`src/rtl/spi_word_slave.sv`:
```
module spi_word_slave #(
  parameter int WIDTH     = 8,
  parameter bit LSB_FIRST = 1'b0
) (
  input  logic             clk,
  input  logic             rst_n,
  input  logic             sclk_pin,
  input  logic             mosi_pin,
  input  logic             ssn_pin,
  output logic             miso_pin,
  output logic [WIDTH-1:0] rx_data,
  output logic             rx_valid,
  input  logic             rx_ready,
  input  logic [WIDTH-1:0] tx_data,
  input  logic             tx_valid,
  output logic             tx_ready,
  output logic             rx_overrun,
  output logic             tx_underrun
);
  localparam int CW = (WIDTH > 1) ? $clog2(WIDTH) : 1;
  localparam logic [CW-1:0] LAST = CW'(WIDTH - 1);

  logic [1:0] sclk_sync, mosi_sync, ssn_sync;
  logic       sclk_prev;
  logic       sclk_s, mosi_s, ssn_s;

  always_ff @(posedge clk or negedge rst_n) begin
    if (!rst_n) begin
      sclk_sync <= 2'b00;
      mosi_sync <= 2'b00;
      ssn_sync  <= 2'b11;
      sclk_prev <= 1'b0;
    end else begin
      sclk_sync <= {sclk_sync[0], sclk_pin};
      mosi_sync <= {mosi_sync[0], mosi_pin};
      ssn_sync  <= {ssn_sync[0], ssn_pin};
      sclk_prev <= sclk_sync[1];
    end
  end

  assign sclk_s = sclk_sync[1];
  assign mosi_s = mosi_sync[1];
  assign ssn_s  = ssn_sync[1];

  logic rise, fall;
  assign rise = sclk_s & ~sclk_prev & ~ssn_s;
  assign fall = ~sclk_s & sclk_prev & ~ssn_s;

  logic [CW-1:0] cnt;
  logic          at_first, at_last, done, abort;
  assign at_first = (cnt == '0);
  assign at_last  = (cnt == LAST);
  assign done     = rise & at_last;
  assign abort    = ssn_s & ~at_first;

  always_ff @(posedge clk or negedge rst_n) begin
    if (!rst_n)      cnt <= '0;
    else if (ssn_s)  cnt <= '0;
    else if (rise)   cnt <= at_last ? '0 : cnt + 1'b1;
  end

  logic [WIDTH-1:0] rx_sh, rx_word, tx_sh, tx_next;
  logic             miso_bit;

  generate
    if (WIDTH == 1) begin : g_one
      assign rx_word  = mosi_s;
      assign tx_next  = tx_sh;
      assign miso_bit = tx_sh[0];
    end else if (LSB_FIRST) begin : g_lsb
      assign rx_word  = {mosi_s, rx_sh[WIDTH-1:1]};
      assign tx_next  = {1'b0, tx_sh[WIDTH-1:1]};
      assign miso_bit = tx_sh[0];
    end else begin : g_msb
      assign rx_word  = {rx_sh[WIDTH-2:0], mosi_s};
      assign tx_next  = {tx_sh[WIDTH-2:0], 1'b0};
      assign miso_bit = tx_sh[WIDTH-1];
    end
  endgenerate

  always_ff @(posedge clk or negedge rst_n) begin
    if (!rst_n)    rx_sh <= '0;
    else if (rise) rx_sh <= rx_word;
  end

  logic rx_pop;
  assign rx_pop = rx_valid & rx_ready;

  always_ff @(posedge clk or negedge rst_n) begin
    if (!rst_n) begin
      rx_valid   <= 1'b0;
      rx_data    <= '0;
      rx_overrun <= 1'b0;
    end else begin
      if (done && (!rx_valid || rx_pop)) begin
        rx_valid <= 1'b1;
        rx_data  <= rx_word;
      end else if (rx_pop) begin
        rx_valid <= 1'b0;
      end
      if (done && rx_valid && !rx_pop) rx_overrun <= 1'b1;
    end
  end

  logic             tx_full, armed, tx_push, tx_load, starve;
  logic [WIDTH-1:0] tx_hold;

  assign tx_ready = ~tx_full;
  assign tx_push  = tx_valid & ~tx_full;
  assign starve   = rise & at_first & ~armed;
  assign tx_load  = ~armed & tx_full & at_first & ~rise;

  always_ff @(posedge clk or negedge rst_n) begin
    if (!rst_n) begin
      tx_full <= 1'b0;
      tx_hold <= '0;
    end else if (tx_push) begin
      tx_full <= 1'b1;
      tx_hold <= tx_data;
    end else if (tx_load) begin
      tx_full <= 1'b0;
    end
  end

  always_ff @(posedge clk or negedge rst_n) begin
    if (!rst_n) begin
      tx_sh       <= '0;
      armed       <= 1'b0;
      tx_underrun <= 1'b0;
    end else begin
      if (starve) tx_underrun <= 1'b1;
      if (done || abort) begin
        tx_sh <= '0;
        armed <= 1'b0;
      end else if (starve) begin
        armed <= 1'b1;
      end else if (tx_load) begin
        tx_sh <= tx_hold;
        armed <= 1'b1;
      end else if (fall && !at_first) begin
        tx_sh <= tx_next;
      end
    end
  end

  assign miso_pin = miso_bit;
endmodule


```
`config.mk`:
```
export PLATFORM = sky130hd
export DESIGN_NAME = spi_word_slave
export DESIGN_NICKNAME = d
export VERILOG_FILES = /design/src/rtl/spi_word_slave.sv
export SDC_FILE = /design/constraint.sdc
export NUM_CORES = 1
export LEC_CHECK = 0
export ABC_AREA = 1
export BUFFER_PORTS_ARGS = -buffer_cell sky130_fd_sc_hd__clkbuf_2
export CAP_MARGIN = 25
export CORE_MARGIN = 2
export CORE_UTILIZATION = 60
export DETAILED_ROUTE_END_ITERATION = 6
export GPL_ROUTABILITY_DRIVEN = 0
export HOLD_SLACK_MARGIN = 0.15
export PLACE_DENSITY_LB_ADDON = 0.1
export SLEW_MARGIN = 20
export SYNTH_ARGS = -nofsm -noshare
export SYNTH_HDL_FRONTEND = slang
export SYNTH_SLANG_ARGS = --single-unit
```
`constraint.sdc`:
```
create_clock -name clk -period 3.44 [get_ports clk]
set_clock_uncertainty 0.05 [all_clocks]
set_input_delay 0.688 -clock clk [delete_from_list [all_inputs] [get_ports clk]]
set_output_delay 0.688 -clock clk [all_outputs]
set_load 0.1 [all_outputs]
```
==> run_results.csv, run 1 <==
group,metric,value,unit
detailed_routing,first_pass_iters,4,
floorplan,start_util,63.98,%
timing,rsz0062_at_grt,"false",
cts,cts_hold_buf,0,
timing,finalCriticalPeriod,2.038,ns
power_and_ir_drop,power.share.switching,37.24,%
synth,async_flop_share,100.0,%
final_layout,fin_util,72.07,%
synth,avgSynthCellArea,10.37,um2
timing,fmax,490.7,MHz
final_layout,num_antenna_cells,0,
cts,clkTransAtPathRegs,0.13,ns
synth,synthFlopType,"dfrtp_1",
synth,synth.most_common_cell,"nand2_1",
synth,yosys_register_bits,46,
cts,cts_tree,"yes",
power_and_ir_drop,power_frac_seq,49.4,%
global_routing,grt_pass1_wl,5.747,mm
placement,placed_area,2145,um2
timing,tightest_slew,0.5393,ns
critical_path,crit_type,"register to output port",
placement,dp_hpwl,2.479,mm
synth,synth_top_area_share,55.91,%
flow_run,drv_cap,0,
synth,ys_types,24,
synth,synth-edff-count,0,
synth,netlist_instances,190,
timing,finalHoldViolations,0,
timing,fin_setup_tns,0,ns
global_routing,overflow,0,
detailed_routing,wl_per_cell,12.82,um
floorplan,fp.dieH,61.29,um
detailed_routing,drt_iter0_markers,26,
timing,slew_violations,0,
cts,cts_buffers,5,
cts,clk_latency,0.35,ns
synth,synth_top_cells_by_area,"dfrtp_1 56%, nand2_1 8.8%, nand3_1 6.4%, mux2_2 4.6%, o21ai_2 3.6%",
power_and_ir_drop,power,1.468,mW
final_layout,synthToLayoutAreaGrowth,12.64,%
critical_path,crit_arrival,1.30,ns
global_routing,grt_max_degree,28,
floorplan,dieArea,3756,um2
power_and_ir_drop,power_density,661.8,nW/um2
synth,synth.largest_area_cell,"dfrtp_1",
detailed_routing,totalWireLength,3.411,mm
power_and_ir_drop,p_comb_share,30.8,%
detailed_routing,drc,0,
floorplan,die_width,61.29,um
final_layout,design_area,2218,um2
critical_path,endpoint_kind,"output port",
final_layout,final_nets,239,
power_and_ir_drop,vdd_drop_max,0.0003062,V
hold_path,hp-class,"input pin to asynchronous set/reset pin",
synth,syn-cell-area,1969,um2
power_and_ir_drop,switchingPower,0.5467,mW
global_routing,track_usage,21.21,%
synth,syn-num-nets,208,
final_layout,drive_above_1_share,30.63,%
synth,ys_seq_area_share,58.58,%
placement,io_buffers,27,
final_layout,fillCellCount,259,
floorplan,core_area,3078,um2
power_and_ir_drop,p_int,0.9213,mW
timing,slew_headroom,64.20,%
critical_path,critPathRequiredTime,2.70,ns
detailed_routing,final_antenna_net_count,0,
critical_path,path_cells,"inv_2 -> clkbuf_2",
timing,setup-violations-final,0,
floorplan,io_pins,28,
critical_path,cp_num_buf_inv,2,
power_and_ir_drop,total_leakage_power,1.171,nW
power_and_ir_drop,p_clk_share,19.9,%
cts,clockRootBuffer,"clkbuf_4",
timing,whs,0.2308,ns
critical_path,slowest_delay,0.45,ns
critical_path,path_delay_family,"buffers and inverters",
cts,cts.sinks,46,
critical_path,slowest_stage,"clkbuf_2",
timing,fin_crit_sh,59.24,%
cts,clk_path_buf_depth,2,
critical_path,cp-start-kind,"register",
detailed_routing,num_vias,1402,
outcome,outcome,"finished clean",
cts,cts_setup_buffers,0,
synth,yosys_warnings,0,
floorplan,rows,20,
synth,synthTopCellsByCount,"46 x nand2_1, 44 x dfrtp_1, 25 x nand3_1",
detailed_routing,drt-vias-per-instance,5.271,
cts,cts_resized,0,
global_routing,antenna_found_initial,0,
critical_path,cp_max_fo,4,
cts,h-tree-depth,2,
global_routing,grt_pass1_vias,1330,
-- logic make-up (layout without fill, tap and decap cells) --
family | count (synthesis) | count (layout) | synth area share [%]
buf+inv | 22 | 54 | 5.273
flops | 46 | 46 | 58.58
mux | 8 | 8 | 4.575
compound gates | 23 | 23 | 7.751
simple gates | 88 | 88 | 21.92
fa+ha+maj | 3 | 3 | 1.906
-- registers in the layout, summed over array words and instances (netlist names) --
name / count
tx_full: 1
armed: 1
sclk_prev: 1
rx_data: 8
sclk_sync: 2
rx_sh: 7
cnt: 3
tx_underrun: 1
ssn_sync: 2
rx_overrun: 1
tx_hold: 8
rx_valid: 1
mosi_sync: 2
tx_sh: 8
-- layout by cell type, fill, tap and decap left out, drive strengths merged --
| cell type | count |
|---|---|
| a21o | 2 |
| clkbuf | 34 |
| o21a | 1 |
| buf | 1 |
| mux2 | 8 |
| dfrtp | 44 |
| nand3 | 25 |
| o21ai | 20 |
| dfstp | 2 |
| nor2 | 12 |
| clkinv | 2 |
| ha | 3 |
| nor3 | 1 |
| inv | 17 |
| nand2 | 50 |
-- routing by layer --
| metal | share of wire (%) | vias to the layer above | GRT usage, % |
|---|---|---|---|
| met4 | 2.6 | 0 | 11.49 |
| li1 | - | 678 | - |
| met1 | 43 | 684 | 26.47 |
| met3 | 4.0 | 10 | 4.832 |
| met5 | 0 | - | 0 |
| met2 | 50 | 30 | 34.35 |
-- area by class of cell --
| cell class | instances | area, um2 | share of cell area, % |
|---|---|---|---|
| clock buffers | 7 | 65.06 | 2.933 |
| clock inverters | 1 | 8.758 | 0.3948 |
| inverters | 18 | 68.82 | 3.102 |
| multi-input cells | 122 | 711.9 | 32.09 |
| flip-flops and latches | 46 | 1154 | 52.00 |
| well taps | 44 | 55.05 | 2.482 |
| repair buffers | 28 | 155.1 | 6.994 |
-- worst paths after layout --
check / cells after the start / slack [ns] / from / to
hold / removal: 1 / 0.23 / rst_n / tx_sh[7]
setup reg to reg: 8 / 1.74 / cnt[0] / tx_sh[1]
max in group asynchronous: 2 / 2.53 / rst_n / ssn_sync[0]
hold reg to reg: 0 / 0.31 / mosi_sync[0] / mosi_sync[1]
setup / recovery: 2 / 1.40 / tx_full / tx_ready
min in group clk: 0 / 0.31 / mosi_sync[0] / mosi_sync[1]
-- worst reg2reg max path, cell delays in order, from the launching register on --
cell and delay [ns]:
dfrtp_1 0.42, inv_1 0.09, ha_1 0.20, nand2_2 0.09
nor2_4 0.22, nand2_2 0.19, o21ai_2 0.18, nand3_1 0.12
nand2_1 0.08
-- power groups by stage --
stage / sequential (mW) / combinational [mW] / clock (mW)
after CTS: 0.725 / 0.457 / 0.298
after global placement: 0.729 / 0.432 / 0
after floorplan: 0.803 / 0.282 / 0
after detailed placement: 0.737 / 0.456 / 0
final: 0.725 / 0.452 / 0.291
after global routing: 0.740 / 0.500 / 0.319
-- metrics by stage --
stage          setup slack [ns]  cells
3_3_place_gp              1.779    257
6_report                  1.402    266
5_1_grt                   1.343    266
2_1_floorplan             1.721    190
3_5_place_dp              1.768    258
4_1_cts                   1.385    266
No activity file was read; power rests on OpenSTA's default activity.
==> run 2: changes to the inputs <==
--- a/config.mk
+++ b/config.mk
@@ -5,11 +5,11 @@
 export SDC_FILE = /design/constraint.sdc
 export NUM_CORES = 1
 export LEC_CHECK = 0
-export ABC_AREA = 1
+export ABC_AREA = 0
 export BUFFER_PORTS_ARGS = -buffer_cell sky130_fd_sc_hd__clkbuf_2
 export CAP_MARGIN = 25
 export CORE_MARGIN = 2
-export CORE_UTILIZATION = 60
+export CORE_UTILIZATION = 55
 export DETAILED_ROUTE_END_ITERATION = 6
 export GPL_ROUTABILITY_DRIVEN = 0
 export HOLD_SLACK_MARGIN = 0.15
==> constraint.sdc (replaced) <==
create_clock -name clk -period 2.1 [get_ports clk]
set_clock_uncertainty 0.05 [all_clocks]
set_input_delay 0.42 -clock clk [delete_from_list [all_inputs] [get_ports clk]]
set_output_delay 0.42 -clock clk [all_outputs]
set_load 0.1 [all_outputs]
==> run_results.csv, run 2 <==
group,metric,value,unit
outcome,outcome,"finished clean",
cts,cts_setup_buffers,0,
cts,clockRootBuffer,"clkbuf_4",
final_layout,layout_common_cells,"44 x dfrtp_1, 27 x clkbuf_2, 23 x mux2_2, 12 x inv_1, 9 x mux2i_1",
detailed_routing,final_antenna_net_count,0,
synth,yosys_register_bits,46,
synth,netlist_instances,138,
synth,avgSynthCellArea,13.90,um2
hold_path,min_to,"tx_hold[5]",
hold_path,hp-start,"tx_data[5]",
synth,synth_top_area_share,57.40,%
timing,rsz0062_at_grt,"false",
timing,slew_headroom,60.46,%
critical_path,crit_arrival,1.39,ns
synth,yosys_warnings,0,
cts,cts.sinks,46,
final_layout,drive_above_1_share,39.33,%
synth,synthFlopType,"dfrtp_1",
power_and_ir_drop,power_density,1035,nW/um2
timing,fin_crit_sh,88.78,%
cts,clk_path_buf_depth,2,
synth,synthTopCellsByCount,"44 x dfrtp_1, 23 x mux2_2, 12 x inv_1",
power_and_ir_drop,total_leakage_power,1.055,nW
detailed_routing,drt-vias-per-instance,5.179,
timing,final.setup.worst_slack,0.2357,ns
floorplan,io_pins,28,
synth,synth_top_cells_by_area,"dfrtp_1 57%, mux2_2 14%, mux2i_1 4.7%, dfstp_2 2.7%, inv_1 2.3%",
final_layout,num_antenna_cells,0,
cts,cts_tree,"yes",
critical_path,reg2reg_from,"cnt[0]",
critical_path,cp_max_fo,4,
floorplan,core_area,3337,um2
detailed_routing,totalWireLength,3.230,mm
timing,finalCriticalPeriod,1.864,ns
critical_path,critPathRequiredTime,1.63,ns
floorplan,start_util,57.48,%
timing,fin_setup_tns,0,ns
placement,dp_hpwl,2.292,mm
synth,synth.most_common_cell,"dfrtp_1",
detailed_routing,drc,0,
timing,fmax,536.4,MHz
final_layout,final_common_cell,"dfrtp_1",
global_routing,grt_pass1_wl,5.499,mm
hold_path,hp-class,"input pin to register",
detailed_routing,num_vias,1160,
cts,clk_latency,0.37,ns
critical_path,crit_type,"register to output port",
timing,finalHoldViolations,0,
placement,io_buffers,27,
timing,setup-violations-final,0,
synth,async_flop_share,100.0,%
timing,slew_violations,0,
floorplan,dieArea,3976,um2
synth,ys_types,30,
detailed_routing,wl_per_cell,14.42,um
cts,cts_resized,0,
global_routing,overflow,0,
final_layout,biggestRegsByFlops,"rx_data: 8 flops, tx_hold: 8 flops, tx_sh: 8 flops",
synth,synth-edff-count,0,
critical_path,r2r-end,"tx_sh[5]",
global_routing,grt_max_degree,25,
critical_path,rrSetupSlack,0.38,ns
global_routing,antenna_found_initial,0,
final_layout,multi_input_area,695.7,um2
global_routing,track_usage,18.20,%
synth,syn-cell-area,1918,um2
cts,cts_buffers,5,
detailed_routing,first_pass_iters,4,
detailed_routing,drt_iter0_markers,51,
final_layout,fillCellCount,261,
critical_path,endpoint_kind,"output port",
placement,dp_slack,0.3801,ns
final_layout,regArea,1154,um2
floorplan,rows,21,
synth,synth.largest_area_cell,"dfrtp_1",
global_routing,grt_pass1_vias,1142,
hold_path,whs_path_depth,2,
power_and_ir_drop,vdd_drop_max,0.0005395,V
synth,ys_seq_area_share,60.14,%
synth,syn-num-nets,156,
cts,clkTransAtPathRegs,0.13,ns
critical_path,rr_worst_depth,6,
floorplan,fp.dieH,63.06,um
final_layout,fin_util,67.38,%
flow_run,drv_cap,0,
critical_path,cp-start-kind,"register",
floorplan,die_width,63.06,um
final_layout,final_nets,195,
cts,h-tree-depth,2,
final_layout,synthToLayoutAreaGrowth,17.22,%
timing,tightest_slew,0.5931,ns
==> run 2: how the worst max path moves through the flow <==
stage	startpoint	end	slack, ns
floorplan	rx_valid	rx_data[0]	0.25
global placement	cnt[0]	tx_sh[3]	0.44
CTS	tx_full	tx_ready	0.23
global route	tx_full	tx_ready	0.18
finish	tx_full	tx_ready	0.24
detailed placement	cnt[0]	tx_sh[3]	0.38
==> run 2: routing by layer <==
layer,track usage [%],wire [um],up-vias
met2,27.93,1579,27
met1,23.99,1439,569
li1,-,-,558
met4,8.611,64,0
met5,0,0,-
met3,5.179,146,6
==> run 2: cells by family (layout without fill, tap and decap cells) <==
kind of cell               after synthesis  count (layout)  share of synthesized area, %
buffers and inverters                   15              55                         3.587
adders and majority gates                3               3                         1.957
AOI/OAI and AO/OA                       22              22                         8.024
muxes                                   32              32                         18.20
DFF                                     46              46                         60.14
and+or+nand+nor                         20              20                         8.089
==> run 2: repair_timing <==
item | 4_1_cts | 5_1_grt
hold buffers | 4 | 0
endpoints found under the setup margin | 0 | 0
hold endpoints to repair | 25 | 0
==> run 2: critical path, stage by stage (launching register included) <==
cell	delay (ns)
dfrtp_1	0.48
inv_1	0.10
clkbuf_2	0.45
==> run 2: layout make-up <==
| cell class | instances | area share [%] |
|---|---|---|
| timing repair buffer | 35 | 9.683 |
| clock buffer | 6 | 1.836 |
| multi-input combinational | 77 | 30.94 |
| tap | 46 | 2.560 |
| clock inverter | 2 | 1.669 |
| inverter | 12 | 2.003 |
| sequential | 46 | 51.31 |
==> run 2: power by group <==
group          leakage, nW  switching [mW]  internal, mW
registers            0.582           0.135          1.08
clock network       0.0385           0.288         0.251
logic                0.434           0.325         0.246
==> run 2: stage by stage <==
| step | power [mW] | instances | hold slack [ns] | area (um2) |
|---|---|---|---|---|
| after global routing | 2.458 | 224 | 0.1949 | 2248 |
| after CTS | 2.349 | 224 | 0.2089 | 2248 |
| after floorplan | 1.655 | 138 | 0.07441 | 1918 |
| final | 2.327 | 224 | 0.2197 | 2248 |
| after global placement | 1.780 | 212 | 0.2896 | 2130 |
| after detailed placement | 1.813 | 212 | 0.2870 | 2130 |
==> run 3: changes to the inputs <==
==> constraint.sdc (replaced) <==
create_clock -name clk -period 1.9 [get_ports clk]
set_clock_uncertainty 0.05 [all_clocks]
set_input_delay 0.38 -clock clk [delete_from_list [all_inputs] [get_ports clk]]
set_output_delay 0.38 -clock clk [all_outputs]
set_load 0.1 [all_outputs]
==> run_results.csv, run 3 (synthesis results as in run 2) <==
group,metric,value,unit
outcome,outcome,"finished clean",
global_routing,grt_pass1_vias,1254,
final_layout,synthToLayoutAreaGrowth,17.94,%
timing,finalHoldViolations,0,
final_layout,final_nets,196,
critical_path,slowest_stage,"dfrtp_1",
detailed_routing,final_antenna_net_count,0,
floorplan,io_pins,28,
critical_path,critPathRequiredTime,1.47,ns
global_routing,grt_max_degree,47,
power_and_ir_drop,power_frac_seq,51.6,%
hold_path,hp-class,"input pin to register",
critical_path,endpoint_kind,"output port",
power_and_ir_drop,total_leakage_power,1.067,nW
final_layout,fin_util,67.79,%
global_routing,track_usage,19.80,%
placement,dp_hpwl,2.463,mm
timing,setup-violations-final,0,
floorplan,die_width,63.06,um
detailed_routing,drc,0,
power_and_ir_drop,p_int,1.790,mW
detailed_routing,totalWireLength,3.401,mm
floorplan,fp.dieH,63.06,um
cts,cts_tree,"yes",
critical_path,path_delay_family,"buffers and inverters",
timing,slew_headroom,63.05,%
global_routing,antenna_found_initial,0,
critical_path,cp_num_buf_inv,2,
timing,rsz0062_at_grt,"false",
cts,clk_path_buf_depth,2,
power_and_ir_drop,p_comb_share,25.0,%
final_layout,layout_common_cells,"44 x dfrtp_1, 27 x clkbuf_2, 23 x mux2_2, 12 x inv_1, 9 x mux2i_1",
global_routing,grt_pass1_wl,5.940,mm
critical_path,cp-start-kind,"register",
timing,tightest_slew,0.5542,ns
timing,slew_violations,0,
detailed_routing,drt-vias-per-instance,5.378,
cts,clockRootBuffer,"clkbuf_4",
cts,clkTransAtPathRegs,0.12,ns
final_layout,final_common_cell,"dfrtp_1",
critical_path,crit_type,"register to output port",
cts,cts_buffers,5,
power_and_ir_drop,p_clk_share,23.4,%
power_and_ir_drop,switchingPower,0.8088,mW
floorplan,start_util,57.48,%
critical_path,cp_max_fo,4,
cts,h-tree-depth,2,
final_layout,drive_above_1_share,39.66,%
cts,cts.sinks,46,
floorplan,rows,21,
floorplan,dieArea,3976,um2
timing,whs,0.1990,ns
power_and_ir_drop,power_density,1149,nW/um2
critical_path,path_cells,"inv_1 -> clkbuf_2",
final_layout,fillCellCount,259,
cts,cts_resized,0,
critical_path,slowest_delay,0.46,ns
final_layout,num_antenna_cells,0,
final_layout,biggestRegsByFlops,"rx_data: 8 flops, tx_hold: 8 flops, tx_sh: 8 flops",
power_and_ir_drop,power.share.switching,31.12,%
placement,io_buffers,27,
timing,fin_crit_sh,94.74,%
detailed_routing,wl_per_cell,15.12,um
timing,fmax,555.6,MHz
timing,finalCriticalPeriod,1.800,ns
cts,clk_latency,0.36,ns
detailed_routing,first_pass_iters,4,
timing,fin_setup_tns,0,ns
critical_path,crit_arrival,1.37,ns
power_and_ir_drop,vdd_drop_max,0.0006231,V
floorplan,core_area,3337,um2
critical_path,rrSetupSlack,0.15,ns
detailed_routing,num_vias,1210,
flow_run,drv_cap,0,
detailed_routing,drt_iter0_markers,42,
global_routing,overflow,0,
==> run 3: path summary, 6_finish.rpt <==
kind / start / to / cells after the start
min: tx_data[6] / tx_hold[6] / 2
max in group asynchronous: rst_n / ssn_sync[1] / 3
min in group asynchronous: rst_n / cnt[2] / 3
min reg2reg: sclk_sync[0] / sclk_sync[1] / 0
max: tx_full / tx_ready / 2
max reg2reg: cnt[0] / tx_sh[2] / 7
==> run 3: area by class of cell <==
type / instances / area [um2] / share of cell area [%]
well taps: 46 / 57.56 / 2.544
repair buffers: 36 / 225.2 / 9.956
multi-input cells: 77 / 695.7 / 30.75
clock buffers: 7 / 55.05 / 2.434
inverters: 12 / 45.04 / 1.991
flip-flops and latches: 46 / 1154 / 51.00
clock inverters: 1 / 30.03 / 1.327
==> run 3: layer usage <==
layer  up-vias  track usage (%)  routed length, um
met5         -                0                  0
met4         0            9.722                 99
met3         9            4.821                111
met2        27            33.24               1766
met1       611            23.87               1423
li1        563                -                  -
==> run 3: metrics by stage <==
stage / cells / instance area, um2 / setup slack, ns / power [mW]
floorplan: 138 / 1918 / 0.05417 / 1.829
global placement: 212 / 2117 / 0.1992 / 1.964
detailed placement: 212 / 2117 / 0.09960 / 2.000
CTS: 224 / 2242 / 0.08918 / 2.616
global route: 225 / 2262 / 0.02345 / 2.748
finish: 225 / 2262 / 0.1000 / 2.599
==> run 3: power groups by stage <==
stage	clock [mW]	sequential [mW]	combinational, mW
CTS	0.626	1.34	0.647
global route	0.671	1.38	0.702
floorplan	0	1.41	0.416
finish	0.609	1.34	0.649
global placement	0	1.35	0.611
detailed placement	0	1.36	0.638
==> run 3: what timing repair did <==
action                                  4_1_cts  5_1_grt
endpoints found under the setup margin        0        2
hold endpoints to repair                     47        0
buffers inserted                              0        1
hold buffers                                  4        0
